--- src/rtl/lrb_pkg.sv ---
package lrb_pkg;

    localparam int DATA_W     = 32;
    localparam int BE_W       = DATA_W / 8;
    localparam int NREG       = 4;
    localparam int LOCK_SLOT  = 4;
    localparam logic [DATA_W-1:0] UNLOCK_KEY = 32'h0000_00AA;

    typedef logic [DATA_W-1:0] word_t;
    typedef logic [BE_W-1:0]   lanes_t;

    // Expand byte enables into a bit mask.
    function automatic word_t lane_mask(input lanes_t be);
        word_t m;
        for (int k = 0; k < BE_W; k++) begin
            m[8*k +: 8] = {8{be[k]}};
        end
        return m;
    endfunction

    // Writable (non-reserved) bits of each register.
    function automatic word_t reg_wmask(input int idx);
        case (idx)
            0:       return 32'h0000_FFFF;
            1:       return 32'hFF00_FF0F;
            2:       return 32'h0000_03FF;
            3:       return 32'h0000_00FF;
            default: return '0;
        endcase
    endfunction

    function automatic word_t reg_default(input int idx);
        case (idx)
            0:       return 32'h0000_00A5;
            1:       return 32'h0000_0F00;
            2:       return 32'h0000_0001;
            3:       return 32'h0000_0010;
            default: return '0;
        endcase
    endfunction

    function automatic bit reg_guarded(input int idx);
        return (idx == 2) || (idx == 3);
    endfunction

    // Registers that only the power-on reset clears.
    function automatic bit reg_por_only(input int idx);
        return (idx == 3);
    endfunction

endpackage

--- src/rtl/lrb_decode.sv ---
module lrb_decode
    import lrb_pkg::*;
#(
    parameter int ADDR_W  = 12,
    parameter int IDX_LSB = 2,
    parameter int IDX_W   = 3
) (
    input  logic [ADDR_W-1:0] addr,
    input  logic              wr,
    input  word_t             wdata,
    input  lanes_t            be,
    output logic [IDX_W-1:0]  idx,
    output logic [NREG-1:0]   reg_sel,
    output logic              unlock_hit
);

    logic unused_addr_bits;
    assign unused_addr_bits = ^{addr[ADDR_W-1:IDX_LSB+IDX_W], addr[IDX_LSB-1:0]};

    assign idx = addr[IDX_LSB +: IDX_W];

    for (genvar g = 0; g < NREG; g++) begin : g_sel
        assign reg_sel[g] = (idx == IDX_W'(g));
    end

    assign unlock_hit = wr && (idx == IDX_W'(LOCK_SLOT))
                        && (wdata == UNLOCK_KEY) && (&be);

endmodule

--- src/rtl/lrb_lock.sv ---
module lrb_lock (
    input  logic clk,
    input  logic rst_n,
    input  logic access,
    input  logic unlock_hit,
    output logic pend_q
);

    typedef struct packed {
        logic pend;
    } lock_st_t;

    lock_st_t st_d, st_q;

    always_comb begin
        st_d = st_q;
        if (access) begin
            st_d.pend = unlock_hit;
        end
    end

    always_ff @(posedge clk or negedge rst_n) begin
        if (!rst_n) begin
            st_q <= '0;
        end else begin
            st_q <= st_d;
        end
    end

    assign pend_q = st_q.pend;

endmodule

--- src/rtl/lrb_field.sv ---
module lrb_field
    import lrb_pkg::*;
#(
    parameter int IDX = 0
) (
    input  logic   clk,
    input  logic   rst_soft_n,
    input  logic   rst_por_n,
    input  logic   we,
    input  lanes_t be,
    input  word_t  wdata,
    output word_t  val_q
);

    localparam word_t WMASK    = reg_wmask(IDX);
    localparam word_t DEF_VAL  = reg_default(IDX);
    localparam bit    POR_ONLY = reg_por_only(IDX);

    typedef struct packed {
        word_t val;
    } fld_st_t;

    fld_st_t st_d, st_q;
    logic    rst_n;
    word_t   bit_en;

    if (POR_ONLY) begin : g_por
        assign rst_n = rst_por_n;
    end else begin : g_both
        assign rst_n = rst_por_n & rst_soft_n;
    end

    assign bit_en = lane_mask(be) & WMASK;

    always_comb begin
        st_d = st_q;
        if (we) begin
            st_d.val = (st_q.val & ~bit_en) | (wdata & bit_en);
        end
    end

    always_ff @(posedge clk or negedge rst_n) begin
        if (!rst_n) begin
            st_q.val <= DEF_VAL;
        end else begin
            st_q <= st_d;
        end
    end

    assign val_q = st_q.val;

endmodule

--- src/rtl/lrb_readmux.sv ---
module lrb_readmux
    import lrb_pkg::*;
#(
    parameter int IDX_W = 3
) (
    input  logic                  clk,
    input  logic                  rst_n,
    input  logic                  rd,
    input  logic [IDX_W-1:0]      idx,
    input  logic [NREG-1:0][DATA_W-1:0] regs,
    input  logic                  pend,
    output word_t                 rdata_q
);

    typedef struct packed {
        word_t rdata;
    } rd_st_t;

    rd_st_t st_d, st_q;
    word_t  sel_val;

    always_comb begin
        sel_val = '0;
        for (int i = 0; i < NREG; i++) begin
            if (idx == IDX_W'(i)) sel_val = regs[i];
        end
        if (idx == IDX_W'(LOCK_SLOT)) sel_val = {{(DATA_W-1){1'b0}}, pend};
    end

    always_comb begin
        st_d = st_q;
        if (rd) begin
            st_d.rdata = sel_val;
        end
    end

    always_ff @(posedge clk or negedge rst_n) begin
        if (!rst_n) begin
            st_q <= '0;
        end else begin
            st_q <= st_d;
        end
    end

    assign rdata_q = st_q.rdata;

endmodule

--- src/rtl/locked_regbank.sv ---
module locked_regbank
    import lrb_pkg::*;
#(
    parameter int ADDR_W  = 12,
    parameter int IDX_LSB = 2,
    parameter int IDX_W   = 3
) (
    input  logic              clk,
    input  logic              rst_soft_n,
    input  logic              rst_por_n,
    input  logic [ADDR_W-1:0] bus_addr,
    input  logic [31:0]       bus_wdata,
    input  logic [3:0]        bus_be,
    input  logic              bus_wr,
    input  logic              bus_rd,
    output logic [31:0]       bus_rdata
);

    logic                        rst_any_n;
    logic [IDX_W-1:0]            idx;
    logic [NREG-1:0]             reg_sel;
    logic                        unlock_hit;
    logic                        pend_q;
    logic [NREG-1:0][DATA_W-1:0] reg_q;

    assign rst_any_n = rst_soft_n & rst_por_n;

    lrb_decode #(
        .ADDR_W (ADDR_W),
        .IDX_LSB(IDX_LSB),
        .IDX_W  (IDX_W)
    ) u_decode (
        .addr      (bus_addr),
        .wr        (bus_wr),
        .wdata     (bus_wdata),
        .be        (bus_be),
        .idx       (idx),
        .reg_sel   (reg_sel),
        .unlock_hit(unlock_hit)
    );

    lrb_lock u_lock (
        .clk       (clk),
        .rst_n     (rst_any_n),
        .access    (bus_rd | bus_wr),
        .unlock_hit(unlock_hit),
        .pend_q    (pend_q)
    );

    for (genvar g = 0; g < NREG; g++) begin : g_reg
        logic we;
        if (reg_guarded(g)) begin : g_guard
            assign we = bus_wr & reg_sel[g] & pend_q;
        end else begin : g_open
            assign we = bus_wr & reg_sel[g];
        end

        lrb_field #(.IDX(g)) u_field (
            .clk       (clk),
            .rst_soft_n(rst_soft_n),
            .rst_por_n (rst_por_n),
            .we        (we),
            .be        (bus_be),
            .wdata     (bus_wdata),
            .val_q     (reg_q[g])
        );
    end

    lrb_readmux #(.IDX_W(IDX_W)) u_readmux (
        .clk    (clk),
        .rst_n  (rst_any_n),
        .rd     (bus_rd),
        .idx    (idx),
        .regs   (reg_q),
        .pend   (pend_q),
        .rdata_q(bus_rdata)
    );

endmodule

--- config.mk ---
export PLATFORM = sky130hd
export DESIGN_NAME = locked_regbank
export DESIGN_NICKNAME = d
export VERILOG_FILES = /design/src/rtl/lrb_pkg.sv /design/src/rtl/lrb_decode.sv /design/src/rtl/lrb_lock.sv /design/src/rtl/lrb_field.sv /design/src/rtl/lrb_readmux.sv /design/src/rtl/locked_regbank.sv
export SDC_FILE = /design/constraint.sdc
export NUM_CORES = 1
export LEC_CHECK = 0
export ABC_AREA = 1
export BUFFER_PORTS_ARGS = -buffer_cell sky130_fd_sc_hd__buf_2
export CORE_MARGIN = 3
export CORE_UTILIZATION = 50
export CTS_CLUSTER_SIZE = 12
export DETAILED_ROUTE_END_ITERATION = 10
export PLACE_DENSITY = 0.75
export SLEW_MARGIN = 20
export SYNTH_ARGS = -nofsm -noshare
export SYNTH_HDL_FRONTEND = slang
export SYNTH_SLANG_ARGS = --single-unit
--- constraint.sdc ---
create_clock -name clk -period 2.6 [get_ports clk]
set_input_delay 0.13 -clock clk [delete_from_list [all_inputs] [get_ports clk]]
set_output_delay 0.13 -clock clk [all_outputs]
set_load 0.02 [all_outputs]
* Word level (Yosys, flattened, before mapping) *
Cells that the tools add are included.

storage, ports and cells
  register bits = 161
  bits of input ports = 53
  output and inout bits = 32
  word-level logic and storage cells = 45

cells by class
  eq/ne operators = 5
  multiplexer cells = 5
  bitwise operators = 24
  reductions and logical operators = 5

operator list
  cell                   count
  $and A32 B32 Y32       5
  $mux W32               5
  $or A32 B32 Y32        4
  $and A32 B10 Y32       1
  $and A32 B16 Y32       1
  $and A32 B8 Y32        1
  $eq A32 B8 Y1 const B  1
  $not A10 Y32           1
  $not A16 Y32           1
  $not A32 Y32           1
  $not A8 Y32            1
  $and A1 B1 Y1          7
  $eq A3 B2 Y1 const B   2
  $reduce_and A4 Y1      1
  $eq A3 B1 Y1 const B   1
  $eq A3 B3 Y1 const B   1
  $logic_and A1 B1 Y1    3
  $logic_not A3 Y1       1
  $or A1 B1 Y1           1

* Logic depth before layout (Yosys ltp) *
Gate-level depths: netlist of the first run.

  word-level depth = 6
  depth in mapped cells = 8
  depth with buffers taken out = 7

* Hierarchy *
Synthesis of the first run repeated with hierarchy kept, for this count alone.

unflattened totals
  cell total of the unflattened synthesis = 772
  area, all modules = 5316.3 um2

modules (own cells, without submodules)
  module                         instances  cells each  area an instance (um2)  seq. area each (um2)
  lrb_readmux                    1          386         2215.9                  800.8
  lrb_field at g_reg[1].u_field  1          102         905.9                   505.5
  lrb_field at g_reg[0].u_field  1          89          794.5                   405.4
  lrb_field at g_reg[2].u_field  1          69          578.1                   251.5
  lrb_field at g_reg[3].u_field  1          60          528.0                   201.4
  lrb_decode                     1          49          206.4                   0.0
  locked_regbank                 1          12          47.5                    0.0
  lrb_lock                       1          5           40.0                    25.0

* Worst setup path before layout of the first run *
No wires, ideal clock.

  kind = in2reg
  start = input port bus_addr[4]
  end = register (tool-made name)
  library setup time = 0.126 ns
  arrival time = 0.974 ns
  required time = 2.474 ns
  setup slack = 1.500 ns
  stages on the path = 5
  buffers on the path = 1
  cells stage by stage = nor2_4 -> nand2_4 -> nor3b_4 -> buf_6 -> o21ai_0

RTL lines
  item                line                  source
  start: declaration  locked_regbank.sv:11  input logic [ADDR_W-1:0] bus_addr,

==> summary.md, run 1 <==
| Metric | Value |
|---|---|
| CP Max Fanout | `16` |
| XOR/XNOR Fraction of Synth Area | `0%` |
| Largest family of logic cells by synthesized area | `simple AND/OR/NAND/NOR gates` |
| Simple-gate area share of the yosys netlist | `26.0%` |
| P&R area growth vs syn | `16.9%` |
| List of most frequent post-synthesis cells | `nand2_1 (151), dfrtp_1 (69), inv_1 (56)` |
| Max Cap Viol | `0` |
| Count leader, synth | `nand2_1` |
| Status | `completed` |
| TNS Setup | `0 ns` |
| Post-synth top flop | `dfrtp_1` |
| Hold Path Class | `in2reg` |
| Final Power | `2.90 mW` |
| GP Congestion | `0.815` |
| Total CTS buffers | `9` |
| Clock-pin slew on the worst setup and hold paths | `0.08 ns` |
| Synthesized area | `3770 µm²` |
| TritonCTS clock tree | `done` |
| Comb power frac | `14.3%` |
| Critical path class | `in2reg` |
| Root Driver | `clkbuf_8` |
| Max_slew headroom | `54.1%` |
| Final HPWL DP | `5.67 mm` |
| Worst path max stage delay | `0.63 ns` |
| Syn Area/Cell | `8.20 µm²` |
| Sink Count | `79` |
| Crit end category | `flip-flop` |
| Cell Int Power | `2.12 mW` |
| Worst Path Arrival | `1.71 ns` |
| Fin crit period | `1.51 ns` |
| Slew of the pin with the lowest slew margin | `0.688 ns` |
| Leak | `2.34 nW` |
| Period utilization | `58.2%` |
| First-pass GRT wire length | `13.7 mm` |
| DRT Wirelength | `8.06 mm` |
| NetSw | `0.779 mW` |
| Final Hold Fails | `0` |
| WP buf/inv | `2` |
| Worst endpoint required time | `2.80 ns` |
| Synth top area share | `45.8%` |
| Share of layout cells above drive strength 1 | `23.3%` |
| Post-synth ARST share | `100%` |
| # diodes | `0` |
| Count of input and output buffers | `67` |
| Detail Route Antenna Nets | `0` |
| Post-Synth Adder-Cell Area | `0%` |
| Synth Area in Compound Gates | `11.5%` |
| RSZ-0062 raised after global routing | `false` |
| GRT overflow | `0` |
| Chip width | `92.9 µm` |
| Post-synthesis mux area share | `0%` |
| Fmax | `661 MHz` |
| Yosys reg bits | `79` |
| WL/cell | `12.7 µm` |
| DRC | `0` |
| Die area | `8630 µm²` |
| Chip height | `92.9 µm` |
| Io pins | `85` |
| Synthesized netlist cell count | `460` |
| CP Cell Sequence | `buf_2, inv_1, nand2_4, nor3b_4, o21ai_0` |
| Maximum vdd ir drop | `0.395 mV` |
| Core area | `7290 µm²` |
| Antenna violations before repair | `0` |
| Routed vias/inst | `4.82` |
| Clk network pwr share | `35.1%` |
| Area leader, netlist | `dfrtp_1` |
| First DRT Iteration DRCs | `146` |
| Clock skew | `0.0106 ns` |
| Final core occ | `60.5%` |
| H-tree levels | `3` |
| Largest cells by area after synthesis | `dfrtp_1 (46%), nand2_1 (15%), o21ai_0 (7.0%), dfstp_2 (7.0%), inv_1 (5.6%)` |
| GRT Util Overall | `20.1%` |
| Vias in the first global route | `2911` |
| # setup viols final | `0` |
| Clk Latency, worst-skew pair | `0.35 ns` |
| Final nets | `584` |
| Library cells used by synthesis | `30` |
| Seq/Total Area, Yosys | `52.7%` |
| Count of pins over their slew limit | `0` |
| Num rows | `31` |
| Clk buf depth | `2` |
| Seq pwr share | `50.6%` |
| Sw frac | `26.9%` |
| Critical Path Source Type | `primary input` |
| Pre-Repair DR Iteration Count | `4` |
| Largest net degree at the start of global routing | `37` |
| Initial Util | `51.8%` |
| Crit path max-delay family | `simple AND/OR/NAND/NOR gates` |
| Syn. warnings | `0` |
| Vias after detailed routing | `3060` |
| Critical path's slowest cell | `nor3b_4` |
| Pwr/cell area | `657 nW/µm²` |
| Number of synthesized flops with an enable pin | `0` |
==> power groups by stage <==
stage / Combinational (mW) / Sequential (mW) / Clock, mW
floorplan: 0.262 / 1.51 / 0
global placement: 0.400 / 1.48 / 0
detailed placement: 0.413 / 1.49 / 0
CTS: 0.423 / 1.47 / 1.03
global route: 0.481 / 1.48 / 1.08
finish: 0.416 / 1.47 / 1.02
==> area by class of cell <==
type                       instances  area, µm²
tap                               99        124
sequential                        79       1990
inverter                          59        223
multi-input combinational        307       1440
timing repair buffer              75        410
clock inverter                     5       81.3
fill                             680       2880
clock buffer                      11        141
==> logic make-up (layout without fill, tap and decap cells) <==
family          after synthesis  after routing
buf+inv                      81            150
simple gates                222            222
other cells                   1              8
compound gates               77             77
flops                        79             79
==> placed cells by master (no fill, tap or decap), types with 2 or more instances in the layout <==
| cell | synthesis | layout |
|---|---|---|
| inv_2 | 2 | 3 |
| bufinv_16 | 0 | 2 |
| buf_2 | 5 | 67 |
| nor2_4 | 2 | 2 |
| o21ai_1 | 10 | 10 |
| o21ai_0 | 53 | 53 |
| o21ai_2 | 10 | 10 |
| clkinv_2 | 1 | 2 |
| dfstp_2 | 10 | 10 |
| nand3_1 | 19 | 19 |
| nor2_1 | 25 | 25 |
| dlygate4sd3_1 | 0 | 6 |
| inv_1 | 56 | 55 |
| buf_4 | 9 | 2 |
| nand3_2 | 2 | 2 |
| nand4_1 | 2 | 2 |
| nor3_1 | 6 | 6 |
| nand2_4 | 2 | 2 |
| nand2_2 | 7 | 7 |
| dfrtp_1 | 69 | 69 |
| clkbuf_8 | 0 | 10 |
| nand2_1 | 151 | 151 |
| conb_1 | 1 | 8 |
| o21a_1 | 4 | 4 |
==> worst min-delay path: cells and delay by family <==
kind	cells	cell delay (ns)
buffers and inverters	1	0.09
AND/OR/NAND/NOR	1	0.04
AO/OA/AOI/OAI	1	0.05
==> through the flow <==
stage          cell area, µm²  hold slack (ns)  cells  worst slack (ns)
5_1_grt                  4410           0.0223    635             0.912
2_1_floorplan            3800           -0.166    467             0.648
3_3_place_gp             4130         -0.00788    613             0.744
4_1_cts                  4410          0.00172    635              1.07
6_report                 4410          0.00754    635              1.09
3_5_place_dp             4130         -0.00224    613             0.708
==> metal layers <==
layer	part of all wire, %	global-route usage, %
met1	47	27.9
met4	1.1	7.20
met5	0	0
met3	4.5	3.33
met2	48	31.9
==> path summary, 6_finish.rpt <==
check                                      from              endpoint  slack [ns]  depth (start not counted)
min in group asynchronous             rst_por_n             async pin        0.16                          2
hold / removal                    bus_wdata[12]             flip-flop       0.008                          3
setup reg to reg                  u_lock.pend_q             flip-flop        1.33                          4
max in group asynchronous             rst_por_n             async pin        1.61                          5
setup / recovery                    bus_addr[2]             flip-flop        1.09                          5
hold reg to reg            u_readmux.rdata_q[3]  u_readmux.rdata_q[3]        0.48                          2
==> what timing repair did <==
action	in CTS	in global routing
hold buffers	6	0
hold endpoints to repair	74	0
setup buffers	0	0
gates resized for setup	0	0
(Power assumes the default switching activity.)
==> run 2, diff against run 1 <==
- clock period: 2.6 -> 1.4 ns (I/O delays scaled with it)
==> summary.md, run 2 (synthesis gave the netlist of run 1 again) <==
| Metric | Value |
|---|---|
| Chip width | `92.9 µm (unchanged)` |
| Final core occ | `63.6% (was 60.5%)` |
| Leak | `2.43 nW (was 2.34 nW)` |
| Max_slew headroom | `66.5% (was 54.1%)` |
| Fin area | `4630 µm² (was 4410 µm²)` |
| Hold_sp | `bus_wdata[0] (was bus_wdata[12])` |
| Largest net degree at the start of global routing | `72 (was 37)` |
| Final nets | `607 (was 584)` |
| Die area | `8630 µm² (unchanged)` |
| Post-CTS Setup Inserts | `0 (unchanged)` |
| Antenna violations before repair | `0 (unchanged)` |
| Count of input and output buffers | `67 (unchanged)` |
| Share of layout cells above drive strength 1 | `23.8% (was 23.3%)` |
| P&R area growth vs syn | `22.8% (was 16.9%)` |
| Clock-pin slew on the worst setup and hold paths | `0.09 ns (was 0.08 ns)` |
| Reg2reg start | `u_lock.pend_q (unchanged)` |
| Vias in the first global route | `3191 (was 2911)` |
| Hold Path Class | `in2reg (unchanged)` |
| # setup viols final | `0 (unchanged)` |
| Io pins | `85 (unchanged)` |
| Status | `completed (unchanged)` |
| Post-CTS sizing | `0 (unchanged)` |
| Sink Count | `79 (unchanged)` |
| First-pass GRT wire length | `14.4 mm (was 13.7 mm)` |
| Worst Path Arrival | `1.43 ns (was 1.71 ns)` |
| Fin crit period | `1.20 ns` |
| Clk Latency, worst-skew pair | `0.36 ns (was 0.35 ns)` |
| First DRT Iteration DRCs | `132 (was 146)` |
| Routed vias/inst | `4.85 (was 4.82)` |
| DRT Wirelength | `8.41 mm (was 8.06 mm)` |
| Worst Setup SP | `u_lock.pend_q (was bus_addr[2])` |
| TNS Setup | `0 ns (unchanged)` |
| Clk buf depth | `2 (unchanged)` |
| RSZ-0062 raised after global routing | `false (unchanged)` |
| Final HPWL DP | `5.77 mm (was 5.67 mm)` |
| Total CTS buffers | `9 (unchanged)` |
| Period utilization | `85.7%` |
| Worst endpoint required time | `1.63 ns (was 2.80 ns)` |
| Core area | `7290 µm² (unchanged)` |
| Count of pins over their slew limit | `0 (unchanged)` |
| WL/cell | `12.8 µm (was 12.7 µm)` |
| DRC | `0 (unchanged)` |
| # diodes | `0 (unchanged)` |
| GRT Util Overall | `21.1% (was 20.1%)` |
| Pre-Repair DR Iteration Count | `4 (unchanged)` |
| GRT overflow | `0 (unchanged)` |
| Detail Route Antenna Nets | `0 (unchanged)` |
| Chip height | `92.9 µm (unchanged)` |
| Initial Util | `51.8% (unchanged)` |
| Clock skew | `0.00712 ns (was 0.0106 ns)` |
| Critical Path Source Type | `flip-flop (was primary input)` |
| Critical path class | `reg2reg (was in2reg)` |
| Pwr/cell area | `1140 nW/µm² (was 657 nW/µm²)` |
| H-tree levels | `3 (unchanged)` |
| Crit end category | `flip-flop (unchanged)` |
| Slew of the pin with the lowest slew margin | `0.502 ns (was 0.688 ns)` |
| Fill cells | `683 (was 680)` |
| Max Cap Viol | `0 (unchanged)` |
| CP Max Fanout | `16 (unchanged)` |
| Vias after detailed routing | `3191 (was 3060)` |
| Num rows | `31 (unchanged)` |
| Most common cell after layout, fill and taps aside | `nand2_1 (unchanged)` |
| Final Power | `5.30 mW (was 2.90 mW)` |
| Final Hold Fails | `0 (unchanged)` |
| TritonCTS clock tree | `done (unchanged)` |
| Placed Area | `4210 µm² (was 4130 µm²)` |
| Fmax | `833 MHz` |
| Maximum vdd ir drop | `0.726 mV (was 0.395 mV)` |
| GP Congestion | `0.775 (was 0.815)` |
| Root Driver | `clkbuf_8 (unchanged)` |
| Highest-count cells in the layout ignoring fill and taps | `nand2_1 (151), dfrtp_1 (69), buf_2 (67), inv_1 (55), o21ai_0 (53) (unchanged)` |
==> run 2: cell types whose count changed in the layout (fill, tap and decap cells not counted), sizes merged <==
cell | previous run | this run
dlygate4sd3 | 6 | 22
bufinv | 2 | 1
buf | 69 | 76
clkinvlp | 1 | 3
inv | 58 | 59
clkbuf | 11 | 9
==> run 2: path summary, 6_finish.rpt <==
check | to | slack (ns) | cells after the start
max reg2reg | flip-flop | 0.20 | 5
min reg2reg | flip-flop | 0.48 | 2
min in group asynchronous | async pin | 0.08 | 2
min | flip-flop | 0.04 | 3
max in group asynchronous | async pin | 0.47 | 5
max | flip-flop | 0.20 | 5
==> run 2: report_power, final <==
| group | total (mW) | switching [mW] | internal, mW |
|---|---|---|---|
| Sequential | 2.72 | 0.131 | 2.59 |
| Combinational | 0.825 | 0.494 | 0.332 |
| Clock | 1.75 | 0.906 | 0.842 |
==> run 2: per-layer routing <==
metal	routed length, µm	vias to the layer above	GRT usage (%)
met1	3660	1485	26.9
met3	440	12	4.14
met4	112	0	7.57
li1	-	1612	-
met5	0	-	0
met2	4190	82	35.6
==> run 2: cell type report <==
| cell class | count | area, µm² | area share [%] |
|---|---|---|---|
| Tap cell | 99 | 124 | 2.67 |
| Multi-Input combinational cell | 307 | 1440 | 31.1 |
| Clock inverter | 7 | 80.1 | 1.73 |
| Inverter | 59 | 226 | 4.89 |
| Sequential cell | 79 | 1990 | 42.9 |
| Clock buffer | 9 | 124 | 2.67 |
| Timing Repair Buffer | 98 | 648 | 14.0 |
==> run 2: worst max-delay path, cell delays in order, from the launching register on <==
cell and delay (ns):
dfrtp_1 0.40, nand2_1 0.07, nor2_1 0.18, nand2_2 0.23, nand2_1 0.11, o21ai_0 0.08
==> run 2: per-stage QoR <==
stage               hold WS [ns]  setup slack [ns]  instances
floorplan                 -0.226             0.328        467
global placement         -0.0737             0.226        620
detailed placement       -0.0718             0.192        620
CTS                       0.0389             0.203        658
global route              0.0684             0.119        658
finish                    0.0364             0.200        658
==> run 2: timing repair <==
action | in CTS | in global routing
endpoints found under the hold margin | 100 | 0
hold buffers | 22 | 0
setup endpoints to repair | 0 | 0
==> run 3, diff against run 2 <==
- clock period: 1.4 -> 1.5 ns (I/O delays scaled with it)
==> summary.md, run 3 (synthesis gave the netlist of run 1 again) <==
| Metric | Value |
|---|---|
| Vias in the first global route | `3181 (was 3191)` |
| Final HPWL DP | `5.73 mm (was 5.77 mm)` |
| # diodes | `0 (unchanged)` |
| DP Worst Slack | `0.135 ns (was 0.192 ns)` |
| Clock skew | `0.0100 ns (was 0.00712 ns)` |
| Comb power frac | `15.0% (was 15.6%)` |
| Final worst-path setup slack | `0.245 ns (was 0.200 ns)` |
| Detail Route Antenna Nets | `0 (unchanged)` |
| Hold Path Class | `in2reg (unchanged)` |
| Worst Path Arrival | `1.48 ns (was 1.43 ns)` |
| Largest net degree at the start of global routing | `72 (unchanged)` |
| Die area | `8630 µm² (unchanged)` |
| Pre-Repair DR Iteration Count | `4 (unchanged)` |
| Cell Int Power | `3.71 mW (was 3.77 mW)` |
| RSZ-0062 raised after global routing | `false (unchanged)` |
| Met1 Use GR | `26.9% (about the same)` |
| Seq. cell area | `1990 µm² (unchanged)` |
| Clk buf depth | `2 (unchanged)` |
| Crit end category | `flip-flop (unchanged)` |
| Final nets | `603 (was 607)` |
| Fill cells | `645 (was 683)` |
| TNS Setup | `0 ns (unchanged)` |
| Count of pins over their slew limit | `0 (unchanged)` |
| Clock-pin slew on the worst setup and hold paths | `0.08 ns (was 0.09 ns)` |
| Maximum vdd ir drop | `0.739 mV (was 0.726 mV)` |
| Post-CTS sizing | `0 (unchanged)` |
| Root Driver | `clkbuf_8 (unchanged)` |
| Max Cap Viol | `0 (unchanged)` |
| Sw frac | `27.2% (was 28.9%)` |
| Met2 usage | `36.0% (was 35.6%)` |
| Final Hold Fails | `0 (unchanged)` |
| Status | `completed (unchanged)` |
| Most common cell after layout, fill and taps aside | `nand2_1 (unchanged)` |
| First DRT Iteration DRCs | `130 (was 132)` |
| Core area | `7290 µm² (unchanged)` |
| Fin crit period | `1.26 ns (was 1.20 ns)` |
| Multi-input logic area | `1440 µm² (unchanged)` |
| NetSw | `1.39 mW (was 1.53 mW)` |
| Seq pwr share | `49.8% (was 51.4%)` |
| Count of input and output buffers | `67 (unchanged)` |
| GP Congestion | `0.809 (was 0.775)` |
| GRT overflow | `0 (unchanged)` |
| # setup viols final | `0 (unchanged)` |
| DP Cell Count | `617 (was 620)` |
| Critical Path Source Type | `flip-flop (unchanged)` |
| Grt peak-use layer | `met2 (unchanged)` |
| Sink Count | `79 (unchanged)` |
| Vias after detailed routing | `3248 (was 3191)` |
| Period utilization | `83.7% (was 85.7%)` |
| Leak | `2.42 nW (was 2.43 nW)` |
| Critical path class | `reg2reg (unchanged)` |
| Chip height | `92.9 µm (unchanged)` |
| Antenna violations before repair | `0 (unchanged)` |
| GRT Util Overall | `21.2% (was 21.1%)` |
| TritonCTS clock tree | `done (unchanged)` |
| Initial Util | `51.8% (unchanged)` |
| Highest-count cells in the layout ignoring fill and taps | `nand2_1 (151), dfrtp_1 (69), buf_2 (67), inv_1 (55), o21ai_0 (53) (unchanged)` |
| Worst endpoint required time | `1.72 ns (was 1.63 ns)` |
| Clk network pwr share | `35.2% (was 33.0%)` |
| H-tree levels | `3 (unchanged)` |
| Num rows | `31 (unchanged)` |
| Share of layout cells above drive strength 1 | `23.4% (was 23.8%)` |
| Io pins | `85 (unchanged)` |
| DRC | `0 (unchanged)` |
| Non-Filler Instances | `654 (was 658)` |
| Total CTS buffers | `9 (unchanged)` |
| Routed vias/inst | `4.97 (was 4.85)` |
| Chip width | `92.9 µm (unchanged)` |
| First-pass GRT wire length | `14.6 mm (was 14.4 mm)` |
| Clk Latency, worst-skew pair | `0.35 ns (was 0.36 ns)` |
| Pwr/cell area | `1100 nW/µm² (was 1140 nW/µm²)` |
| Fmax | `797 MHz (was 833 MHz)` |
| WL/cell | `12.9 µm (was 12.8 µm)` |
| P&R area growth vs syn | `22.3% (was 22.8%)` |
| CP Max Fanout | `16 (unchanged)` |
| GR Layer Usage met3 | `4.96% (was 4.14%)` |
| DRT Wirelength | `8.45 mm (was 8.41 mm)` |
-- run 3: cell types whose count changed in the layout (fill, tap and decap cells not counted), sizes merged --
cell and change:
buf -3, inv -2, bufinv +1, clkbuf +1, clkinv +1, clkinvlp -1
dlygate4sd3 -1
-- run 3: worst max-delay path, cell delays in order, from the launching register on --
cell     delay [ns]
dfrtp_1        0.39
nand2_1        0.06
nor2_1         0.23
nand2_2        0.24
nand2_1        0.11
o21ai_0        0.09
-- run 3: final cells by class --
cell class / count / share of cell area (%)
repair buffers: 94 / 13.1
multi-input cells: 307 / 31.2
well taps: 99 / 2.68
clock inverters: 6 / 2.03
clock buffers: 10 / 2.98
flip-flops and latches: 79 / 43.1
inverters: 59 / 4.91
-- run 3: per-stage QoR --
step           instance area (µm²)  utilization, %  hold slack, ns  power [mW]
3_3_place_gp                  4180            57.3         -0.0663        3.27
2_1_floorplan                 3800               -          -0.221        3.07
4_1_cts                       4620            63.3          0.0152        5.15
6_report                      4620            63.3          0.0267        5.10
5_1_grt                       4620            63.3          0.0181        5.36
3_5_place_dp                  4180            57.3         -0.0639        3.30
-- run 3: final timing paths --
check / slack (ns) / from / cells past startpoint / to
max in group asynchronous: 0.52 / rst_por_n / 5 / async pin
min in group asynchronous: 0.10 / rst_por_n / 2 / async pin
hold / removal: 0.03 / bus_wdata[28] / 3 / flip-flop
setup / recovery: 0.24 / u_lock.pend_q / 5 / flip-flop
setup reg to reg: 0.24 / u_lock.pend_q / 5 / flip-flop
hold reg to reg: 0.48 / u_readmux.rdata_q[2] / 2 / u_readmux.rdata_q[2]
-- run 3: routing by layer --
layer / wire length, µm / vias up
met5: 0 / -
met4: 95 / 0
met3: 495 / 9
met2: 4170 / 87
met1: 3690 / 1553
li1: - / 1599
-- run 3: power by group through the flow --
stage | registers (mW) | clock network [mW] | logic (mW)
floorplan | 2.61 | 0 | 0.456
global placement | 2.57 | 0 | 0.703
detailed placement | 2.58 | 0 | 0.725
CTS | 2.54 | 1.84 | 0.773
global route | 2.57 | 1.92 | 0.876
finish | 2.54 | 1.79 | 0.764
-- run 3: timing repair --
action | CTS | global route
hold endpoints to repair | 98 | 0
hold buffers | 21 | 0
buffers inserted | 0 | 0
